[config.mk]
export PLATFORM = sky130hd
export DESIGN_NAME = i2c_regbank_target
export DESIGN_NICKNAME = d
export VERILOG_FILES = /design/src/rtl/i2ct_pkg.sv /design/src/rtl/i2ct_sync.sv /design/src/rtl/i2ct_cond.sv /design/src/rtl/i2ct_strap.sv /design/src/rtl/i2ct_ctrl.sv /design/src/rtl/i2c_regbank_target.sv
export SDC_FILE = /design/constraint.sdc
export NUM_CORES = 1
export LEC_CHECK = 0
export BUFFER_PORTS_ARGS = -buffer_cell sky130_fd_sc_hd__buf_2
export CAP_MARGIN = 20
export CORE_UTILIZATION = 45
export DETAILED_ROUTE_END_ITERATION = 8
export HOLD_SLACK_MARGIN = 0.05
export MAX_ROUTING_LAYER = met4
export PLACE_DENSITY = 0.65
export RECOVER_POWER = 50
export SLEW_MARGIN = 20
export SYNTH_ARGS = -nofsm -noshare
export SYNTH_HDL_FRONTEND = slang
export SYNTH_SLANG_ARGS = --single-unit
[constraint.sdc]
create_clock -name clk -period 3.9 [get_ports clk]
set_input_delay 0.78 -clock clk [delete_from_list [all_inputs] [get_ports clk]]
set_output_delay 0.78 -clock clk [all_outputs]
set_load 0.02 [all_outputs]
[src/rtl/i2ct_pkg.sv]
package i2ct_pkg;
  localparam int REG_AW = 16;

  typedef enum logic [2:0] {
    ST_IDLE,
    ST_RX,
    ST_ACK,
    ST_TX,
    ST_HACK,
    ST_WAIT
  } st_t;

  typedef enum logic [1:0] {
    K_DEV,
    K_ALO,
    K_AHI,
    K_DATA
  } kind_t;
endpackage

[src/rtl/i2ct_sync.sv]
module i2ct_sync #(
  parameter int W      = 2,
  parameter int STAGES = 2,
  parameter bit RST_VAL = 1'b1
) (
  input  logic         clk,
  input  logic         rst_n,
  input  logic [W-1:0] d_i,
  output logic [W-1:0] q_o
);
  for (genvar g = 0; g < W; g++) begin : g_bit
    logic [STAGES-1:0] chain_q;
    always_ff @(posedge clk or negedge rst_n) begin
      if (!rst_n) chain_q <= {STAGES{RST_VAL}};
      else        chain_q <= {chain_q[STAGES-2:0], d_i[g]};
    end
    assign q_o[g] = chain_q[STAGES-1];
  end
endmodule

[src/rtl/i2ct_cond.sv]
module i2ct_cond (
  input  logic clk,
  input  logic rst_n,
  input  logic scl_s,
  input  logic sda_s,
  output logic scl_rise,
  output logic scl_fall,
  output logic bus_start,
  output logic bus_stop
);
  logic scl_p_q, sda_p_q;

  always_ff @(posedge clk or negedge rst_n) begin
    if (!rst_n) begin
      scl_p_q <= 1'b1;
      sda_p_q <= 1'b1;
    end else begin
      scl_p_q <= scl_s;
      sda_p_q <= sda_s;
    end
  end

  assign scl_rise  =  scl_s && !scl_p_q;
  assign scl_fall  = !scl_s &&  scl_p_q;
  assign bus_start =  scl_s &&  scl_p_q &&  sda_p_q && !sda_s;
  assign bus_stop  =  scl_s &&  scl_p_q && !sda_p_q &&  sda_s;
endmodule

[src/rtl/i2ct_strap.sv]
module i2ct_strap #(
  parameter logic [6:0] DEV_BASE = 7'h14
) (
  input  logic       clk,
  input  logic       rst_n,
  input  logic [1:0] strap_i,
  output logic [6:0] dev_addr,
  output logic       strap_done
);
  logic [1:0] strap_q;
  logic       done_q;

  always_ff @(posedge clk or negedge rst_n) begin
    if (!rst_n) begin
      strap_q <= 2'b00;
      done_q  <= 1'b0;
    end else if (!done_q) begin
      strap_q <= strap_i;
      done_q  <= 1'b1;
    end
  end

  assign dev_addr   = {DEV_BASE[6:2], strap_q};
  assign strap_done = done_q;
endmodule

[src/rtl/i2ct_ctrl.sv]
module i2ct_ctrl
  import i2ct_pkg::*;
#(
  parameter int DATA_W = 32
) (
  input  logic              clk,
  input  logic              rst_n,
  input  logic              scl_rise,
  input  logic              scl_fall,
  input  logic              bus_start,
  input  logic              bus_stop,
  input  logic              sda_s,
  input  logic              addr_ok,
  input  logic [6:0]        dev_addr,
  output logic [REG_AW-1:0] reg_addr,
  output logic [DATA_W-1:0] reg_wdata,
  output logic              reg_wr,
  output logic              reg_rd,
  input  logic [DATA_W-1:0] reg_rdata,
  output logic              sda_oe
);
  localparam int NBYTES = DATA_W / 8;
  localparam int IDXW   = (NBYTES > 1) ? $clog2(NBYTES) : 1;
  localparam int ALIGN  = $clog2(NBYTES);
  localparam logic [IDXW-1:0]   LAST = IDXW'(NBYTES - 1);
  localparam logic [REG_AW-1:0] STEP = REG_AW'(NBYTES);

  st_t               state_q, state_d;
  kind_t             kind_q, kind_d;
  logic              rw_q, rw_d;
  logic [3:0]        bit_q, bit_d;
  logic [7:0]        rx_q, rx_d;
  logic [7:0]        tx_q, tx_d;
  logic [IDXW-1:0]   idx_q, idx_d;
  logic [REG_AW-1:0] ptr_q, ptr_d;
  logic              hack_q, hack_d;
  logic [DATA_W-1:0] wbuf_q, wbuf_d;
  logic [DATA_W-1:0] rbuf_q;
  logic              wbuf_en, rbuf_en;

  function automatic logic [7:0] pick(input logic [DATA_W-1:0] w,
                                      input logic [IDXW-1:0] i);
    return w[i*8 +: 8];
  endfunction

  assign reg_addr = {ptr_q[REG_AW-1:ALIGN], {ALIGN{1'b0}}};

  always_comb begin
    state_d = state_q;
    kind_d  = kind_q;
    rw_d    = rw_q;
    bit_d   = bit_q;
    rx_d    = rx_q;
    tx_d    = tx_q;
    idx_d   = idx_q;
    ptr_d   = ptr_q;
    hack_d  = hack_q;
    wbuf_d  = wbuf_q;
    wbuf_en = 1'b0;
    rbuf_en = 1'b0;
    reg_wr  = 1'b0;
    reg_rd  = 1'b0;
    if (bus_start) begin
      state_d = ST_RX;
      kind_d  = K_DEV;
      bit_d   = 4'd0;
      idx_d   = '0;
    end else if (bus_stop) begin
      state_d = ST_IDLE;
      idx_d   = '0;
    end else begin
      case (state_q)
        ST_RX: begin
          if (scl_rise && bit_q != 4'd8) begin
            rx_d  = {rx_q[6:0], sda_s};
            bit_d = bit_q + 4'd1;
          end else if (scl_fall && bit_q == 4'd8) begin
            bit_d   = 4'd0;
            state_d = ST_ACK;
            case (kind_q)
              K_DEV: begin
                if (addr_ok && rx_q[7:1] == dev_addr) rw_d = rx_q[0];
                else                                  state_d = ST_WAIT;
              end
              K_ALO: ptr_d[7:0]  = rx_q;
              K_AHI: ptr_d[15:8] = rx_q;
              default: begin
                wbuf_d[idx_q*8 +: 8] = rx_q;
                wbuf_en = 1'b1;
              end
            endcase
          end
        end
        ST_ACK: begin
          if (scl_fall) begin
            state_d = ST_RX;
            case (kind_q)
              K_DEV: begin
                if (rw_q) begin
                  reg_rd  = 1'b1;
                  rbuf_en = 1'b1;
                  tx_d    = reg_rdata[7:0];
                  idx_d   = '0;
                  ptr_d   = reg_addr + STEP;
                  bit_d   = 4'd0;
                  state_d = ST_TX;
                end else begin
                  kind_d = K_ALO;
                end
              end
              K_ALO: kind_d = K_AHI;
              K_AHI: begin
                kind_d = K_DATA;
                idx_d  = '0;
              end
              default: begin
                if (idx_q == LAST) begin
                  reg_wr = 1'b1;
                  ptr_d  = reg_addr + STEP;
                  idx_d  = '0;
                end else begin
                  idx_d = idx_q + IDXW'(1);
                end
              end
            endcase
          end
        end
        ST_TX: begin
          if (scl_fall) begin
            if (bit_q == 4'd7) begin
              state_d = ST_HACK;
              bit_d   = 4'd0;
            end else begin
              bit_d = bit_q + 4'd1;
              tx_d  = {tx_q[6:0], 1'b0};
            end
          end
        end
        ST_HACK: begin
          if (scl_rise) begin
            hack_d = !sda_s;
          end else if (scl_fall) begin
            if (hack_q) begin
              state_d = ST_TX;
              if (idx_q == LAST) begin
                reg_rd  = 1'b1;
                rbuf_en = 1'b1;
                tx_d    = reg_rdata[7:0];
                idx_d   = '0;
                ptr_d   = reg_addr + STEP;
              end else begin
                idx_d = idx_q + IDXW'(1);
                tx_d  = pick(rbuf_q, idx_q + IDXW'(1));
              end
            end else begin
              state_d = ST_WAIT;
            end
          end
        end
        default: ;
      endcase
    end
  end

  always_ff @(posedge clk or negedge rst_n) begin
    if (!rst_n) begin
      state_q <= ST_IDLE;
      kind_q  <= K_DEV;
      rw_q    <= 1'b0;
      bit_q   <= 4'd0;
      rx_q    <= 8'h00;
      tx_q    <= 8'h00;
      idx_q   <= '0;
      ptr_q   <= '0;
      hack_q  <= 1'b0;
    end else begin
      state_q <= state_d;
      kind_q  <= kind_d;
      rw_q    <= rw_d;
      bit_q   <= bit_d;
      rx_q    <= rx_d;
      tx_q    <= tx_d;
      idx_q   <= idx_d;
      ptr_q   <= ptr_d;
      hack_q  <= hack_d;
    end
  end

  always_ff @(posedge clk or negedge rst_n) begin
    if (!rst_n)       wbuf_q <= '0;
    else if (wbuf_en) wbuf_q <= wbuf_d;
  end

  always_ff @(posedge clk or negedge rst_n) begin
    if (!rst_n)       rbuf_q <= '0;
    else if (rbuf_en) rbuf_q <= reg_rdata;
  end

  assign reg_wdata = wbuf_q;
  assign sda_oe    = (state_q == ST_ACK) || (state_q == ST_TX && !tx_q[7]);
endmodule

[src/rtl/i2c_regbank_target.sv]
module i2c_regbank_target
  import i2ct_pkg::*;
#(
  parameter int         DATA_W      = 32,
  parameter int         SYNC_STAGES = 2,
  parameter logic [6:0] DEV_BASE    = 7'h14
) (
  input  logic              clk,
  input  logic              rst_n,
  input  logic              scl_i,
  input  logic              sda_i,
  output logic              sda_o,
  output logic              sda_oe,
  input  logic [1:0]        strap_i,
  output logic [REG_AW-1:0] reg_addr_o,
  output logic [DATA_W-1:0] reg_wdata_o,
  output logic              reg_wr_o,
  output logic              reg_rd_o,
  input  logic [DATA_W-1:0] reg_rdata_i
);
  logic       rst_meta_q, rst_int_n;
  logic [1:0] line_s;
  logic       scl_s, sda_s;
  logic       scl_rise, scl_fall, bus_start, bus_stop;
  logic [6:0] dev_addr;
  logic       strap_done;

  always_ff @(posedge clk or negedge rst_n) begin
    if (!rst_n) begin
      rst_meta_q <= 1'b0;
      rst_int_n  <= 1'b0;
    end else begin
      rst_meta_q <= 1'b1;
      rst_int_n  <= rst_meta_q;
    end
  end

  i2ct_sync #(.W(2), .STAGES(SYNC_STAGES), .RST_VAL(1'b1)) i_sync (
    .clk   (clk),
    .rst_n (rst_int_n),
    .d_i   ({scl_i, sda_i}),
    .q_o   (line_s)
  );
  assign scl_s = line_s[1];
  assign sda_s = line_s[0];

  i2ct_cond i_cond (
    .clk       (clk),
    .rst_n     (rst_int_n),
    .scl_s     (scl_s),
    .sda_s     (sda_s),
    .scl_rise  (scl_rise),
    .scl_fall  (scl_fall),
    .bus_start (bus_start),
    .bus_stop  (bus_stop)
  );

  i2ct_strap #(.DEV_BASE(DEV_BASE)) i_strap (
    .clk        (clk),
    .rst_n      (rst_int_n),
    .strap_i    (strap_i),
    .dev_addr   (dev_addr),
    .strap_done (strap_done)
  );

  i2ct_ctrl #(.DATA_W(DATA_W)) i_ctrl (
    .clk       (clk),
    .rst_n     (rst_int_n),
    .scl_rise  (scl_rise),
    .scl_fall  (scl_fall),
    .bus_start (bus_start),
    .bus_stop  (bus_stop),
    .sda_s     (sda_s),
    .addr_ok   (strap_done),
    .dev_addr  (dev_addr),
    .reg_addr  (reg_addr_o),
    .reg_wdata (reg_wdata_o),
    .reg_wr    (reg_wr_o),
    .reg_rd    (reg_rd_o),
    .reg_rdata (reg_rdata_i),
    .sda_oe    (sda_oe)
  );

  assign sda_o = 1'b0;
endmodule

# Word-level counts from Yosys, hierarchy flattened
# Index checks and enable logic that the tools add are counted.
[totals]
register_bits = 120
[op_classes]
add_sub_neg = 4
n_eq_ne = 42
shift = 3
mux = 85
bitwise = 4
reduce_logical = 39
[ops]
columns = ["operator", "n"]
rows = [
  ["2-to-1 mux 16 bit", 8],
  ["2-to-1 mux 8 bit", 11],
  ["one-hot mux 16 bit (3 select lines)", 1],
  ["2-to-1 mux 3 bit", 13],
  ["2-to-1 mux 4 bit", 9],
  ["negator 5 -> 34 bit", 1],
  ["variable shift 8 x 34 -> 32 bit, first input constant", 1],
  ["indexed part select 8 x 34 -> 32 bit", 1],
  ["bitwise mux 32 bit", 1],
  ["one-hot mux 16 bit (2 select lines)", 1],
  ["indexed part select 32 x 6 -> 8 bit", 1],
  ["2-to-1 mux 2 bit", 14],
  ["AND reduction 7 bit", 4],
  ["inequality test 4 x 3 -> 1 bit, second input constant", 6],
  ["one-hot mux 8 bit (3 select lines)", 1],
  ["AND reduction 12 bit", 2],
  ["2-to-1 mux 1 bit", 20],
  ["adder 16 x 3 -> 16 bit, second input constant", 1],
  ["inequality test 2 x 1 -> 1 bit, second input constant", 8],
  ["inequality test 4 bit, second input constant", 4],
  ["inequality test 2 bit, second input constant", 6],
  ["inequality test 3 x 2 -> 1 bit, second input constant", 4],
  ["one-hot mux 2 bit (3 select lines)", 2],
  ["one-hot mux 3 bit (4 select lines)", 1],
  ["31 further kinds", 56],
]

# Depth between registers and ports, before layout
# Gate-level depths: netlist (run 1).
[logic_depth]
word_depth = 9
ltp_mapped = 9
ltp_nobuf = 7

# Cells and area by module
# From an unflattened synthesis (run 1), not the netlist that was laid out.
[hier_totals]
cells_unflattened = 611
hier_area_um2 = 6273.5
[by_module_without_submodules]
columns = ["module", "n_inst", "cells_each", "area_per_inst_um2", "seq_area_each_um2"]
rows = [
  ["i2ct_ctrl", 1, 582, 5860.6, 2677.6],
  ["i2ct_strap", 1, 12, 142.6, 75.1],
  ["i2ct_sync", 1, 6, 120.1, 105.1],
  ["i2ct_cond", 1, 6, 85.1, 52.6],
  ["i2c_regbank_target", 1, 5, 65.1, 50.0],
]

# Worst setup path before layout (run 1)
# OpenSTA, ideal clock, no wires.
[synth_timing]
path_type = "register -> output"
start = "register i_ctrl.state_q[0]"
end = "output port reg_rd_o"
t_arrival_ns = 1.608
required_ns = 3.120
setup_slack_ns = 1.512
path_stages_with_launch = 8
path_cell_list = "dfrtp_1 -> buf_4 -> nor3b_4 -> nand3_1 -> a211o_1 -> buf_2 -> buf_6 -> inv_1"
[synth_via]
elab_chain_len = 4
elab_cells_between_ends = 5
classes_between = "eq/ne (2); mux (3)"
[synth_lines]
columns = ["element", "line_no", "rtl"]
rows = [
  ["start, declared", "i2ct_ctrl.sv:28", "st_t state_q, state_d;"],
  ["start signal, assigned", "i2ct_ctrl.sv:177", "state_q <= state_d;"],
  ["equality test 3 bit or equality test 3 x 2 -> 1 bit (tied branches)", "i2ct_ctrl.sv:72", "case (state_q)"],
  ["one-hot mux 1 bit (2 select lines) (*)", "i2ct_ctrl.sv:72", ""],
  ["2-to-1 mux 1 bit (*)", "i2ct_ctrl.sv:68", "end else if (bus_stop) begin"],
  ["2-to-1 mux 1 bit (*)", "i2ct_ctrl.sv:63", "if (bus_start) begin"],
  ["end, declared", "i2c_regbank_target.sv:18", "output logic reg_rd_o,"],
]
# Mark *: on every way between the ends. The rest lies on a longest branch, timed or not.

# Worst setup path after layout (run 1)
[layout_timing]
start = "register i_ctrl.idx_q[0]"
end = "output port reg_rd_o"
[layout_via]
elab_chain_len = 8
[layout_lines]
columns = ["element", "line_no", "rtl"]
rows = [
  ["start, declared", "i2ct_ctrl.sv:34", "logic [IDXW-1:0] idx_q, idx_d;"],
  ["start signal, assigned", "i2ct_ctrl.sv:183", "idx_q <= idx_d;"],
  ["equality test 2 bit", "i2ct_ctrl.sv:145", "if (idx_q == LAST) begin"],
  ["2-to-1 mux 1 bit", "i2ct_ctrl.sv:145", ""],
  ["2-to-1 mux 1 bit", "i2ct_ctrl.sv:143", "if (hack_q) begin"],
  ["2-to-1 mux 1 bit", "i2ct_ctrl.sv:142", "end else if (scl_fall) begin"],
  ["2-to-1 mux 1 bit", "i2ct_ctrl.sv:140", "if (scl_rise) begin"],
  ["one-hot mux 1 bit (2 select lines)", "i2ct_ctrl.sv:72", ""],
  ["2-to-1 mux 1 bit", "i2ct_ctrl.sv:68", ""],
  ["2-to-1 mux 1 bit", "i2ct_ctrl.sv:63", ""],
]
# Every way passes these cells.

==> flow_metrics.py, run 1 <==
metrics = {
    "clock_network": {
        "clkSinkCount": 118,
        "clk_pin_slew_ns": 0.06,
        "cts_root_buffer": "clkbuf_16",
        "htreeDepth": 4,
        "cts_tree": "done",
        "cts_max_path_buffers": 2,
        "hold_buffers": 0,
        "cts_made_buffers": 17,
        "cts_setup_buffers": 0,
        "clk_latency_ns": 0.42,
        "post_cts_resize_count": 0,
    },
    "global_routing": {
        "grt_util_met3_pct": 5.608,
        "track_usage_pct": 21.90,
        "antenna_found_initial": 0,
        "grtUsageMet1_pct": 27.78,
        "grt_pass1_wl_mm": 23.81,
        "busiest_layer": "met2",
        "met2_usage_pct": 34.34,
        "grt_pass1_vias": 4701,
        "grt_max_degree": 56,
        "gr-total-overflow": 0,
    },
    "worst_hold_path": {
        "hold_path.class": "in2async",
    },
    "power_and_ir_drop": {
        "intPower_mw": 2.668,
        "p_sw_share_pct": 26.83,
        "seq_power_share_pct": 43.9,
        "power.switching_mw": 0.9783,
        "power_frac_clock_pct": 45.1,
        "power_density_nw_per_um2": 497.4,
        "pwr-share-comb_pct": 11.0,
        "p_leak_nw": 3.174,
        "ir_drop_mv": 0.3308,
    },
    "outcome": {
        "violations": "max-capacitance violations, max-slew violations",
        "outcome": "complete, but fails checks",
    },
    "sta": {
        "setup_violations": 0,
        "fmax_ghz": 0.3038,
        "clock_skew_ns": 0.009717,
        "min_period_over_period_pct": 84.40,
        "drv_slew": 56,
        "worst_slew_margin_rel_pct": -39.98,
        "whs_ns": 0.1309,
        "hold_viol": 0,
        "layout_setup_ws_ns": 0.6085,
        "setup_tns_ns": 0,
        "finalCriticalPeriod_ns": 3.292,
        "worst_pin_slew_ns": 2.100,
        "rsz0062_at_grt": "false",
    },
    "synthesis": {
        "synth_edf_count": 0,
        "synth_warnings": 0,
        "netlist_area_um2": 6281,
        "synth_top_area_cell": "dfrtp_1",
        "synth_area_leaders": "dfrtp_1 45%, nand2_1 5.9%, mux2_1 5.2%",
        "avgSynthCellArea_um2": 10.63,
        "synth_ff_type": "dfrtp_1",
        "postSynthCellCount": 591,
        "synth_top_area_share_pct": 44.62,
        "ys_ff_latch": 118,
        "post-synth-top-count-cell": "dfrtp_1",
        "synth-async-reset-ratio_pct": 100.0,
        "seq_area_frac_synth_pct": 47.13,
        "synthTopCellsByCount": "112 x dfrtp_1, 98 x nand2_1, 29 x mux2_1, 26 x o21ai_1, 22 x o21ai_0",
        "synthDistinctLibCells": 75,
    },
    "final_layout": {
        "layout-drive-gt1-share_pct": 25.15,
        "final_cells": 856,
        "final.fill_count": 1186,
        "diodes": 0,
        "nets": 717,
        "area_growth_syn_to_layout_pct": 16.71,
        "utilization_pct": 54.49,
    },
    "drt": {
        "first_pass_iters": 7,
        "wl_per_cell_um": 16.22,
        "drc_errors": 0,
        "wirelength_mm": 13.89,
        "vias_per_cell": 5.507,
        "ant_nets": 0,
        "initialDrtViolationCount": 292,
        "vias": 4714,
    },
    "setup_path": {
        "r2r_start": "i_ctrl.idx_q[0]",
        "cpPeakStageDelay_ns": 0.75,
        "cp_max_fo": 15,
        "r2r_slack_ns": 0.85,
        "worstSetupPathType": "reg2out",
        "critPathLaunch": "i_ctrl.idx_q[0]",
        "critPathCapture": "reg_rd_o",
        "path_cells": "ha_1, nand3_1, a211o_1, inv_1, buf_2",
        "start_kind": "register",
        "cp_slowest_cell": "dfrtp_1",
        "reg2reg_depth": 5,
        "cp.required_ns": 3.12,
        "worstPathArrival_ns": 2.51,
        "crit_path_end_kind": "output port",
        "timing.rr.end": "i_ctrl.reg_wdata[23]",
    },
    "job": {
        "maxCapViolCount": 1,
    },
    "placement": {
        "dp_hpwl_mm": 9.805,
        "dp.cells": 824,
        "gp_congestion": 0.8461,
        "io_buffers": 86,
        "place_ws_ns": 0.8609,
    },
    "die": {
        "die_x_um": 120.1,
        "placementRows": 42,
        "die_area_um2": 14430,
        "pin_count": 90,
        "core_area_um2": 13450,
        "die_y_um": 120.1,
        "start_util_pct": 46.69,
    },
}
==> stage by stage <==
stage | total power, mW | instance area, um^2
global route | 3.820 | 7331
CTS | 3.679 | 7358
global placement | 2.002 | 6733
floorplan | 1.848 | 6292
finish | 3.646 | 7331
detailed placement | 2.022 | 6733
==> cell families after synthesis <==
family | after synthesis | share of synthesized area [%]
XOR/XNOR | 4 | 0.6774
flip-flops | 118 | 47.13
other | 2 | 0.1196
AND/OR/NAND/NOR | 201 | 17.63
adder cells (fa/ha/maj) | 12 | 2.390
buffers and inverters | 54 | 5.020
AO/OA/AOI/OAI | 139 | 15.26
multiplexers | 61 | 11.77
==> state kept, by name, indices dropped and copies added, names as in the netlist <==
signal                count
i_cond.scl_p_q            1
i_cond.sda_p_q            1
i_ctrl.bit_q              4
i_ctrl.hack_q             1
i_ctrl.idx_q              2
i_ctrl.kind_q             2
i_ctrl.ptr_q             14
i_ctrl.rbuf_q            32
i_ctrl.reg_wdata         32
i_ctrl.rw_q               1
i_ctrl.rx_q               8
i_ctrl.state_q            3
i_ctrl.tx_q               8
i_strap.strap_done        1
i_strap.strap_q           2
i_sync.g_bit.chain_q      4
rst_int_n                 1
rst_meta_q                1
==> how the worst min path moves through the flow <==
stage	slack (ns)	end	startpoint	cells past startpoint
finish	0.13	rst_int_n	rst_n	1
global placement	0.34	rst_int_n	rst_meta_q	0
global route	0.12	rst_int_n	rst_n	1
detailed placement	0.34	rst_int_n	rst_meta_q	0
CTS	0.12	rst_int_n	rst_n	1
floorplan	0.33	rst_int_n	rst_meta_q	0
==> power groups by stage <==
stage	registers (mW)	clock network (mW)	logic (mW)
final	1.60	1.64	0.402
after global routing	1.62	1.74	0.458
after CTS	1.60	1.67	0.408
after detailed placement	1.62	0	0.405
after global placement	1.61	0	0.391
after floorplan	1.51	0	0.339
==> layout by cell type, fill, tap and decap left out, types with 6 or more instances in the layout <==
cell         n
a21oi_1     18
a22o_1      10
a31oi_1     11
buf_2       71
clkbuf_1    18
clkbuf_16   17
dfrtp_1    112
ha_1        12
inv_1       17
mux2_1      29
mux2_2      12
mux2_4       8
mux2i_1      9
nand2_1     98
nand2_2      6
nand3_1      8
nor2_1      21
nor3_1       8
o21ai_0     22
o21ai_1     26
o21ai_2      9
==> cell type report <==
class / count / area [um^2] / area share (%)
tap: 176 / 220.2 / 3.004
multi-input combinational: 422 / 3017 / 41.15
clock buffer: 23 / 478.0 / 6.520
inverter: 17 / 63.81 / 0.8705
clock inverter: 9 / 147.6 / 2.014
timing repair buffer: 91 / 444.2 / 6.059
sequential: 118 / 2960 / 40.38
==> per-layer routing <==
metal	vias to the layer above	share of wire [%]
li1	2280	-
met1	2294	46
met3	7	4.7
met5	-	0
met4	0	0.71
met2	133	49
==> critical path: cells and delay by family (launching register included) <==
family                   cells  cell delay (ns)
flip-flops                   1             0.75
adder cells (fa/ha/maj)      1             0.60
AO/OA/AOI/OAI                1             0.39
buffers and inverters        2             0.23
AND/OR/NAND/NOR              1             0.13
Power figures use the tool's default switching activity.
==> run 2: changes to the inputs <==
--- a/config.mk
+++ b/config.mk
@@ -11,7 +11,7 @@
 export DETAILED_ROUTE_END_ITERATION = 8
 export HOLD_SLACK_MARGIN = 0.05
 export MAX_ROUTING_LAYER = met4
-export PLACE_DENSITY = 0.65
+export PLACE_DENSITY = 0.68
 export RECOVER_POWER = 50
 export SLEW_MARGIN = 20
 export SYNTH_ARGS = -nofsm -noshare
==> constraint.sdc (replaced) <==
create_clock -name clk -period 2.7 [get_ports clk]
set_input_delay 0.54 -clock clk [delete_from_list [all_inputs] [get_ports clk]]
set_output_delay 0.54 -clock clk [all_outputs]
set_load 0.02 [all_outputs]
==> run 2 against run 1 <==
Against the previous run:
- worst hold slack better by 0.083 ns
- worst setup slack worse by 0.51 ns
- sequential cell count stayed put
- core utilization is 1.9 points higher
- the flow now finishes without violations
- clock skew is 0.0012 ns higher
- clock power is 43% higher
==> flow_metrics.py, run 2 (same netlist as run 1, synthesis figures left out) <==
metrics = {
    "outcome": {
        "outcome": "complete, no violations",
    },
    "sta": {
        "setup_violations": 0,
        "min_period_over_period_pct": 96.38,
        "worst_slew_margin_rel_pct": 11.49,
        "fmax_ghz": 0.3843,
        "layout_setup_ws_ns": 0.09779,
        "finalCriticalPeriod_ns": 2.602,
        "clock_skew_ns": 0.01092,
        "drv_slew": 0,
        "worst_pin_slew_ns": 1.328,
        "whs_ns": 0.2137,
        "hold_viol": 0,
    },
    "global_routing": {
        "grt_pass1_wl_mm": 24.79,
        "gr-total-overflow": 0,
        "grt_max_degree": 59,
        "track_usage_pct": 22.89,
        "grt_pass1_vias": 4897,
        "antenna_found_initial": 0,
    },
    "power_and_ir_drop": {
        "power_density_nw_per_um2": 696.7,
        "p_leak_nw": 3.325,
        "ir_drop_mv": 0.4126,
    },
    "drt": {
        "ant_nets": 0,
        "vias": 4906,
        "wirelength_mm": 14.82,
        "wl_per_cell_um": 16.75,
        "initialDrtViolationCount": 347,
        "first_pass_iters": 4,
        "drc_errors": 0,
        "vias_per_cell": 5.544,
    },
    "setup_path": {
        "cp_max_fo": 7,
        "worstPathArrival_ns": 2.06,
        "start_kind": "register",
        "cp.required_ns": 2.16,
        "crit_path_end_kind": "output port",
        "worstSetupPathType": "reg2out",
    },
    "placement": {
        "dp_hpwl_mm": 10.63,
        "io_buffers": 86,
        "gp_congestion": 0.8835,
        "place_ws_ns": 0.2929,
    },
    "final_layout": {
        "seqCellArea_um2": 2965,
        "area_growth_syn_to_layout_pct": 20.76,
        "final.fill_count": 1198,
        "layout_common_cells": "110 x dfrtp_1, 98 x nand2_1, 71 x buf_2",
        "diodes": 0,
        "layout-drive-gt1-share_pct": 28.91,
        "nets": 746,
        "multiInputGateArea_um2": 3048,
        "layout.cells.most_common": "dfrtp_1",
    },
    "die": {
        "die_x_um": 120.1,
        "start_util_pct": 46.69,
        "core_area_um2": 13450,
        "die_area_um2": 14430,
        "placementRows": 42,
        "die_y_um": 120.1,
        "pin_count": 90,
    },
    "clock_network": {
        "clk_pin_slew_ns": 0.05,
        "cts_made_buffers": 17,
        "clkSinkCount": 118,
        "htreeDepth": 4,
        "cts_root_buffer": "clkbuf_16",
        "cts_tree": "done",
        "cts_max_path_buffers": 2,
        "clk_latency_ns": 0.42,
    },
    "worst_hold_path": {
        "hold_path.class": "in2reg",
    },
    "job": {
        "maxCapViolCount": 0,
    },
}
run 2: worst max-delay path: stages, from the launching register on:
cell,delay [ns]
dfrtp_1,0.39
inv_1,0.15
ha_4,0.19
buf_4,0.15
nand3_1,0.13
a211o_4,0.40
inv_1,0.06
buf_2,0.15
run 2: repair_timing:
item	in CTS	in global routing
pin swaps	0	1
gates resized for setup	3	6
setup buffers	0	2
setup endpoints to repair	1	1
hold buffers	1	0
hold endpoints to repair	2	0
run 2: final timing paths:
kind	start	to	slack, ns	cells after the start
hold / removal	sda_i	i_sync.g_bit[0].chain_q[0]	0.21	1
min in group asynchronous	rst_n	rst_int_n	0.44	2
hold reg to reg	rst_meta_q	rst_int_n	0.36	0
setup reg to reg	i_ctrl.state_q[0]	i_ctrl.state_q[0]	0.37	6
setup / recovery	i_ctrl.kind_q[0]	reg_rd_o	0.1	7
max in group asynchronous	rst_int_n	i_ctrl.ptr_q[9]	0.59	1
run 2: power by group:
part / switching [mW] / leakage (nW) / internal, mW
Combinational: 0.380 / 1.53 / 0.306
Sequential: 0.285 / 1.49 / 1.97
Clock: 0.776 / 0.310 / 1.57
Total: 1.44 / 3.32 / 3.84
run 2: through the flow:
stage	total power [mW]	utilization, %	TNS [ns]	instances	instance area, um^2
2_1_floorplan	2.669	-	0	594	6294
3_3_place_gp	2.938	51.59	0	850	6940
3_5_place_dp	2.974	51.59	0	850	6940
4_1_cts	5.336	56.36	0	883	7582
5_1_grt	5.510	56.38	-0.01805	885	7585
6_report	5.284	56.38	0	885	7585
run 2: cell type report:
type | instances | area share, %
inverter | 17 | 0.8413
multi-input combinational | 422 | 40.18
clock buffer | 24 | 6.615
sequential | 118 | 39.10
tap | 176 | 2.903
clock inverter | 8 | 1.567
timing repair buffer | 120 | 8.792
run 2: layer usage:
layer / global-route usage, % / up-vias / wire length (um)
met5: - / - / 0
met4: 10.39 / 0 / 351
met3: 5.561 / 33 / 643
met2: 36.53 / 137 / 7353
met1: 27.35 / 2402 / 6474
li1: - / 2334 / -
